## src/rtl/grp_dec_pkg.sv

```systemverilog
package grp_dec_pkg;
    localparam int GRP_W  = 3;
    localparam int SLOT_W = 5;
    localparam int SW_W   = GRP_W + SLOT_W;

    typedef struct packed {
        logic [GRP_W-1:0]  grp;
        logic [SLOT_W-1:0] slot;
    } dec_cfg_t;

    typedef struct packed {
        logic own_hit;
        logic in_regs;
        logic bcast_hit;
    } match_t;

    function automatic logic is_bcast_slot(input logic [SLOT_W-1:0] s);
        return &s;
    endfunction
endpackage

```

## src/rtl/gad_cfg_latch.sv

```systemverilog
module gad_cfg_latch
    import grp_dec_pkg::*;
(
    input  logic            clk,
    input  logic            rst,
    input  logic [SW_W-1:0] sw,
    output dec_cfg_t        cfg
);
    always_ff @(posedge clk) begin
        if (rst) cfg <= dec_cfg_t'(sw);
    end


    cfg_hold_chk: assert property (@(posedge clk) disable iff (rst)
        !$past(rst) |-> $stable(cfg));
endmodule

```

## src/rtl/gad_matcher.sv

```systemverilog
module gad_matcher
    import grp_dec_pkg::*;
#(
    parameter int ADDR_W = 32,
    parameter int REG_W  = 8
)(
    input  logic [ADDR_W-1:0] addr,
    input  dec_cfg_t          cfg,
    input  logic              qual,
    output match_t            m
);
    localparam int OFF_W = ADDR_W - SW_W;

    dec_cfg_t           field;
    logic [OFF_W-1:0]   off;
    logic               grp_eq;

    assign field  = dec_cfg_t'(addr[ADDR_W-1 -: SW_W]);
    assign off    = addr[OFF_W-1:0];
    assign grp_eq = (field.grp == cfg.grp);

    always_comb begin
        m.own_hit   = qual && grp_eq && (field.slot == cfg.slot)
                      && !is_bcast_slot(cfg.slot);
        m.in_regs   = (off[OFF_W-1:REG_W] == '0);
        m.bcast_hit = qual && grp_eq && is_bcast_slot(field.slot);
    end
endmodule

```

## src/rtl/gad_lm_pulse.sv

```systemverilog
module gad_lm_pulse (
    input  logic clk,
    input  logic rst,
    input  logic hit,
    output logic strobe
);
    logic hit_q;

    always_ff @(posedge clk) begin
        if (rst) begin
            hit_q  <= 1'b0;
            strobe <= 1'b0;
        end else begin
            hit_q  <= hit;
            strobe <= hit && !hit_q;
        end
    end


    lm_single_chk: assert property (@(posedge clk) disable iff (rst)
        strobe |=> !strobe);
endmodule

```

## src/rtl/grouped_addr_decoder.sv

```systemverilog
module grouped_addr_decoder
    import grp_dec_pkg::*;
#(
    parameter int ADDR_W = 32,
    parameter int REG_W  = 8
)(
    input  logic              clk,
    input  logic              rst,
    input  logic [SW_W-1:0]   cfg_sw,
    input  logic [ADDR_W-1:0] addr,
    input  logic              as_valid,
    input  logic              am_ok,
    output logic              reg_sel,
    output logic              mem_sel,
    output logic              lm_strobe
);
    dec_cfg_t cfg;
    match_t   m;
    logic     qual;

    assign qual = as_valid && am_ok;

    gad_cfg_latch u_cfg (
        .clk (clk),
        .rst (rst),
        .sw  (cfg_sw),
        .cfg (cfg)
    );

    gad_matcher #(.ADDR_W(ADDR_W), .REG_W(REG_W)) u_match (
        .addr (addr),
        .cfg  (cfg),
        .qual (qual),
        .m    (m)
    );

    gad_lm_pulse u_lm (
        .clk    (clk),
        .rst    (rst),
        .hit    (m.bcast_hit),
        .strobe (lm_strobe)
    );

    assign reg_sel = m.own_hit &&  m.in_regs;
    assign mem_sel = m.own_hit && !m.in_regs;


    sel_excl_chk: assert property (@(posedge clk) disable iff (rst)
        $onehot0({reg_sel, mem_sel}));


    bad_slot_chk: assert property (@(posedge clk) disable iff (rst)
        (cfg.slot == '1) |-> !(reg_sel || mem_sel));


    unqual_chk: assert property (@(posedge clk) disable iff (rst)
        !qual |-> !(reg_sel || mem_sel));


    lm_cause_chk: assert property (@(posedge clk) disable iff (rst)
        lm_strobe |-> $past(m.bcast_hit));


    bcast_nosel_chk: assert property (@(posedge clk) disable iff (rst)
        m.bcast_hit |-> !(reg_sel || mem_sel));
endmodule

```

## config.mk

```make
export PLATFORM = sky130hd
export DESIGN_NAME = grouped_addr_decoder
export DESIGN_NICKNAME = d
export VERILOG_FILES = /design/src/rtl/grp_dec_pkg.sv /design/src/rtl/gad_cfg_latch.sv /design/src/rtl/gad_matcher.sv /design/src/rtl/gad_lm_pulse.sv /design/src/rtl/grouped_addr_decoder.sv
export SDC_FILE = /design/constraint.sdc
export NUM_CORES = 1
export LEC_CHECK = 0
export BUFFER_PORTS_ARGS = -buffer_cell sky130_fd_sc_hd__buf_2
export CAP_MARGIN = 10
export CELL_PAD_IN_SITES_DETAIL_PLACEMENT = 0
export CELL_PAD_IN_SITES_GLOBAL_PLACEMENT = 1
export CORE_MARGIN = 5
export CORE_UTILIZATION = 24
export CTS_BUF_LIST = sky130_fd_sc_hd__clkbuf_16
export CTS_CLUSTER_DIAMETER = 80
export DETAILED_ROUTE_END_ITERATION = 8
export PLACE_DENSITY = 0.86
export SLEW_MARGIN = 20
export SYNTH_ARGS = -nofsm -noshare
export SYNTH_HDL_FRONTEND = slang
export SYNTH_SLANG_ARGS = --single-unit
```

## constraint.sdc

```tcl
create_clock -name clk -period 2.9 [get_ports clk]
set_input_delay 0.145 -clock clk [delete_from_list [all_inputs] [get_ports clk]]
set_output_delay 0.145 -clock clk [all_outputs]
set_load 0.005 [all_outputs]
```

* Yosys cells after proc, flatten, opt, wreduce, memory -nomap -nowiden
Cells that the tools add are included.
Storage, ports and cells: input port bits 44, register bits after elaboration 10
Cells by class: reductions and logical operators 14, equal/unequal tests 2
Operator list (number):
- 16-bit zero test | 1
- 5-bit AND reduction | 2
- 1-bit logical AND | 8
- 5-bit equality test | 1
- 3-bit equality test | 1
- 1-bit zero test | 3

* Depth between registers and ports, before layout
depth in word-level cells 5, depth in mapped cells 4, mapped depth without buffers 4

* Modules after synthesis
A second synthesis with hierarchy kept.
Unflattened totals: cell total of the unflattened synthesis 36, area total of the unflattened synthesis 478.0 um^2
Modules (own cells, without submodules):
- gad_cfg_latch | area an instance 240.2 um^2, cells each 8, times used 1
- gad_matcher | area an instance 156.4 um^2, cells each 21, times used 1
- gad_lm_pulse | area an instance 58.8 um^2, cells each 4, times used 1
- grouped_addr_decoder | area an instance 22.5 um^2, cells each 3, times used 1

* Least setup slack after synthesis
Ideal clock, no wire load.
path type register to output, from register, netlist name u_cfg.cfg[3], to output mem_sel, data arrival time 1.086 ns, stages on the path, launching flop included 5, path slack 1.669 ns, data required time 2.755 ns, path through edfxtp_1 and4_1 o21ai_0 o2111ai_1 nor3b_1
Between the ends: word-level cells in the longest chain between the ends 4
RTL lines:
- 5-bit equality test / 5-bit AND reduction (equally long branches) | RTL line gad_matcher.sv:23, grp_dec_pkg.sv:18
- 1-bit logical AND / 1-bit zero test (equally long branches) | RTL line gad_matcher.sv:23, gad_matcher.sv:24
- 1-bit logical AND * | RTL line gad_matcher.sv:24 | && !is_bcast_slot(cfg.slot);
- 1-bit logical AND * | RTL line grouped_addr_decoder.sv:45 | assign mem_sel = m.own_hit && !m.in_regs;
- end, declared | RTL line grouped_addr_decoder.sv:14 | output logic mem_sel,
Every way passes the cells marked *; elsewhere a longest branch is shown, timed or not.

* Worst setup path in the final report
from register, netlist name u_cfg.cfg[3], to output mem_sel
Between the ends: word-level cells in the longest chain between the ends 4
RTL lines (RTL line):
- 5-bit equality test / 5-bit AND reduction (equally long branches) | gad_matcher.sv:23, grp_dec_pkg.sv:18
- 1-bit logical AND / 1-bit zero test (equally long branches) | gad_matcher.sv:23, gad_matcher.sv:24
- 1-bit logical AND * | gad_matcher.sv:24
- 1-bit logical AND * | grouped_addr_decoder.sv:45
Marks and branches as above.

==> metrics.log <==
INFO  metric gp_routability_congestion = 0.7257
INFO  metric synth.most_common_cell = sky130_fd_sc_hd__edfxtp_1
INFO  metric vdd_ir_drop_max = 0.3202 mV
INFO  metric vias_per_cell = 4.451
INFO  metric grt_max_degree = 10
INFO  metric synth_area_leaders = sky130_fd_sc_hd__edfxtp_1 (52%), sky130_fd_sc_hd__xor2_1 (9.5%), sky130_fd_sc_hd__dfxtp_1 (8.7%)
INFO  metric syn_inst = 35
INFO  metric status = completed
INFO  metric period_needed = 1.650 ns
INFO  metric timing.final.max_slew_violations = 0
INFO  metric nets = 122
INFO  metric final_hold_viols = 0
INFO  metric tritoncts_clock_tree = done
INFO  metric p_leak = 0.3371 nW
INFO  metric remaining_drc_errors = 0
INFO  metric floorplan.rows = 15
INFO  metric clock_tree.htree_level_count = 1
INFO  metric report.final.setup_viol = 0
INFO  metric clkTransAtPathRegs = 0.04 ns
INFO  metric antenna_found_initial = 0
INFO  metric vias = 454
INFO  metric initial_utilization = 25.89%
INFO  metric endpoint_kind = output port
INFO  metric routed_wl = 1.165 mm
INFO  metric dr.pass1.iters = 4
INFO  metric worst-slew-pin-transition = 0.2482 ns
INFO  metric fin_worst_skew = 0.0004095 ns
INFO  metric cp.arrival = 1.50 ns
INFO  metric die_w = 53.86 um
INFO  metric dieArea = 2901 um^2
INFO  metric power.density_cell_area = 591.6 nW/um^2
INFO  metric sum_of_overflow_across_all_layers_after_global_routing = 0
INFO  metric synthDominantCellAreaShare = 52.03%
INFO  metric ys.warnings.count = 0
INFO  metric maximum_fanout_count_along_the_critical_path = 2
INFO  metric synth_edf_count = 8
INFO  metric numCtsBuffers = 3
INFO  metric clk_path_buf_depth = 2
INFO  metric buffer_ports.inserted = 38
INFO  metric die_h = 53.86 um
INFO  metric synth_sequential_area_ratio = 60.70%
INFO  metric critPathMaxStageDelay = 0.39 ns
INFO  metric fill_count = 187
INFO  metric clock.fmax = 606.2 MHz
INFO  metric grt_first_pass_wirelength = 1.718 mm
INFO  metric yosysUniqueCellTypes = 16
INFO  metric cp_cell_sequence = and4_1 > o21ai_0 > o2111ai_1 > nor3b_1 > buf_2
INFO  metric path_class = reg -> out
INFO  metric post_cts_resize_count = 0
INFO  metric worstSetupStartpointType = flip-flop
INFO  metric cp_data_required_time = 2.76 ns
INFO  metric total_power = 0.4508 mW
INFO  metric critical_path_cell_with_the_highest_stage_delay = sky130_fd_sc_hd__edfxtp_1
INFO  metric cpLargestDelayFamily = simple AND/OR/NAND/NOR gates
INFO  metric post_route_cells_drive_above_1_share = 55.84%
INFO  metric grt_pass1_vias = 462
INFO  metric hold_path.class = in -> reg
INFO  metric clock_tree.root_cell = sky130_fd_sc_hd__clkbuf_16
INFO  metric synth.cells.most_frequent = sky130_fd_sc_hd__edfxtp_1 (8), sky130_fd_sc_hd__xor2_1 (5), sky130_fd_sc_hd__nor4_1 (4), sky130_fd_sc_hd__nand4_1 (3)
INFO  metric buf_inv_on_cp = 1
INFO  metric max-cap-violations = 0
INFO  metric fin_util = 42.74%
INFO  metric detailedRoute.firstIterationViolations = 11
INFO  metric routedWlPerCell = 11.42 um
INFO  metric synth_area = 461.7 um^2
INFO  metric ctsHoldBuffers = 0
INFO  metric slew_headroom = 83.30%
INFO  metric place_hpwl = 1.027 mm
INFO  metric setup_tns = 0 ns
INFO  metric antenna_violating_nets_post_route = 0
INFO  metric insertion_delay = 0.23 ns
INFO  metric core_area = 1783 um^2
INFO  metric unrepaired_setup_endpoints_after_global_routing = no
INFO  metric ys_async_sr_fraction = 0%
INFO  metric boundaryPins = 47
INFO  metric synth.avg_cell_area = 13.19 um^2
INFO  metric synth_flop_cell = sky130_fd_sc_hd__edfxtp_1
INFO  metric synth.largest_area_cell = sky130_fd_sc_hd__edfxtp_1
INFO  metric ratio_of_final_minimum_period_to_clock_period = 56.88%
INFO  metric gr-usage-all-layers = 8.603%
INFO  metric synth_nets = 79
INFO  metric synthToLayoutAreaGrowth = 65.04%
INFO  metric antenna_cells_inserted = 0
INFO  metric holdWs = 0.08677 ns
INFO  metric ys_seq_elements = 10
INFO  metric clock-sinks = 10
INFO  metric post-cts-setup-buffers = 0
kinds of logic (layout without fill, tap and decap cells):
kind of cell,Yosys count,in the layout,synth area share [%]
AO/OA/AOI/OAI,2,2,2.980
AND/OR/NAND/NOR,15,15,22.22
flip-flops,10,10,60.70
XOR/XNOR,7,7,13.28
buffers and inverters,1,43,0.8122
through the flow:
| step | cells | setup slack [ns] | cell area, um^2 |
|---|---|---|---|
| 3_5_place_dp | 98 | 1.484 | 683.2 |
| 2_1_floorplan | 35 | 1.669 | 461.7 |
| 4_1_cts | 102 | 1.222 | 762.0 |
| 6_report | 102 | 1.250 | 762.0 |
| 3_3_place_gp | 98 | 1.499 | 683.2 |
| 5_1_grt | 102 | 1.122 | 762.0 |
metal layers:
layer / track usage, % / part of all wire, % / vias to the layer above
li1: - / - / 222
met1: 7.770 / 35 / 197
met2: 15.93 / 47 / 33
met3: 4.155 / 17 / 2
met4: 3.830 / 0.77 / 0
met5: 0 / 0 / -
final timing paths:
kind,from,end,slack (ns),cells after the start
worst min-delay path,cfg_sw[1],u_cfg.cfg[1],0.09,1
worst max-delay path,u_cfg.cfg[3],mem_sel,1.25,5
worst min register to register,u_lm.hit_q,u_lm.strobe,0.41,1
worst max register to register,u_cfg.cfg[6],u_lm.strobe,1.71,4
worst register-to-register path, cell delays in order, from the launching register on:
cell	delay, ns
sky130_fd_sc_hd__edfxtp_1	0.36
sky130_fd_sc_hd__xor2_1	0.16
sky130_fd_sc_hd__nor2_1	0.10
sky130_fd_sc_hd__nand4_1	0.19
sky130_fd_sc_hd__nor4_2	0.29
cell usage in the layout (no fill, tap or decap), drive strengths merged:
cell      n
dfxtp     2
inv       2
nor3b     1
xor2      5
buf      38
xnor2     2
o2111ai   1
edfxtp    8
nor3      3
nor4      5
nand2b    1
and4      1
clkbuf    3
nand4     3
nor2      1
o21ai     1
final cells by class:
cell class | count | area, um^2 | area share, %
inverter | 1 | 3.754 | 0.4926
multi-input combinational | 24 | 177.7 | 23.32
timing repair buffer | 38 | 190.2 | 24.96
clock inverter | 1 | 3.754 | 0.4926
sequential | 10 | 280.3 | 36.78
tap | 25 | 31.28 | 4.105
clock buffer | 3 | 75.07 | 9.852
power by group:
group	switching, mW	total (mW)	leakage [nW]	internal [mW]
Combinational	0.0179	0.0435	0.200	0.0256
Clock	0.0566	0.236	0.0423	0.180
Sequential	0.00464	0.171	0.0944	0.166
state kept, by name (all words and copies together) (netlist names):
register / count
u_lm.strobe: 1
u_cfg.cfg: 8
u_lm.hit_q: 1
(Power assumes the default switching activity.)
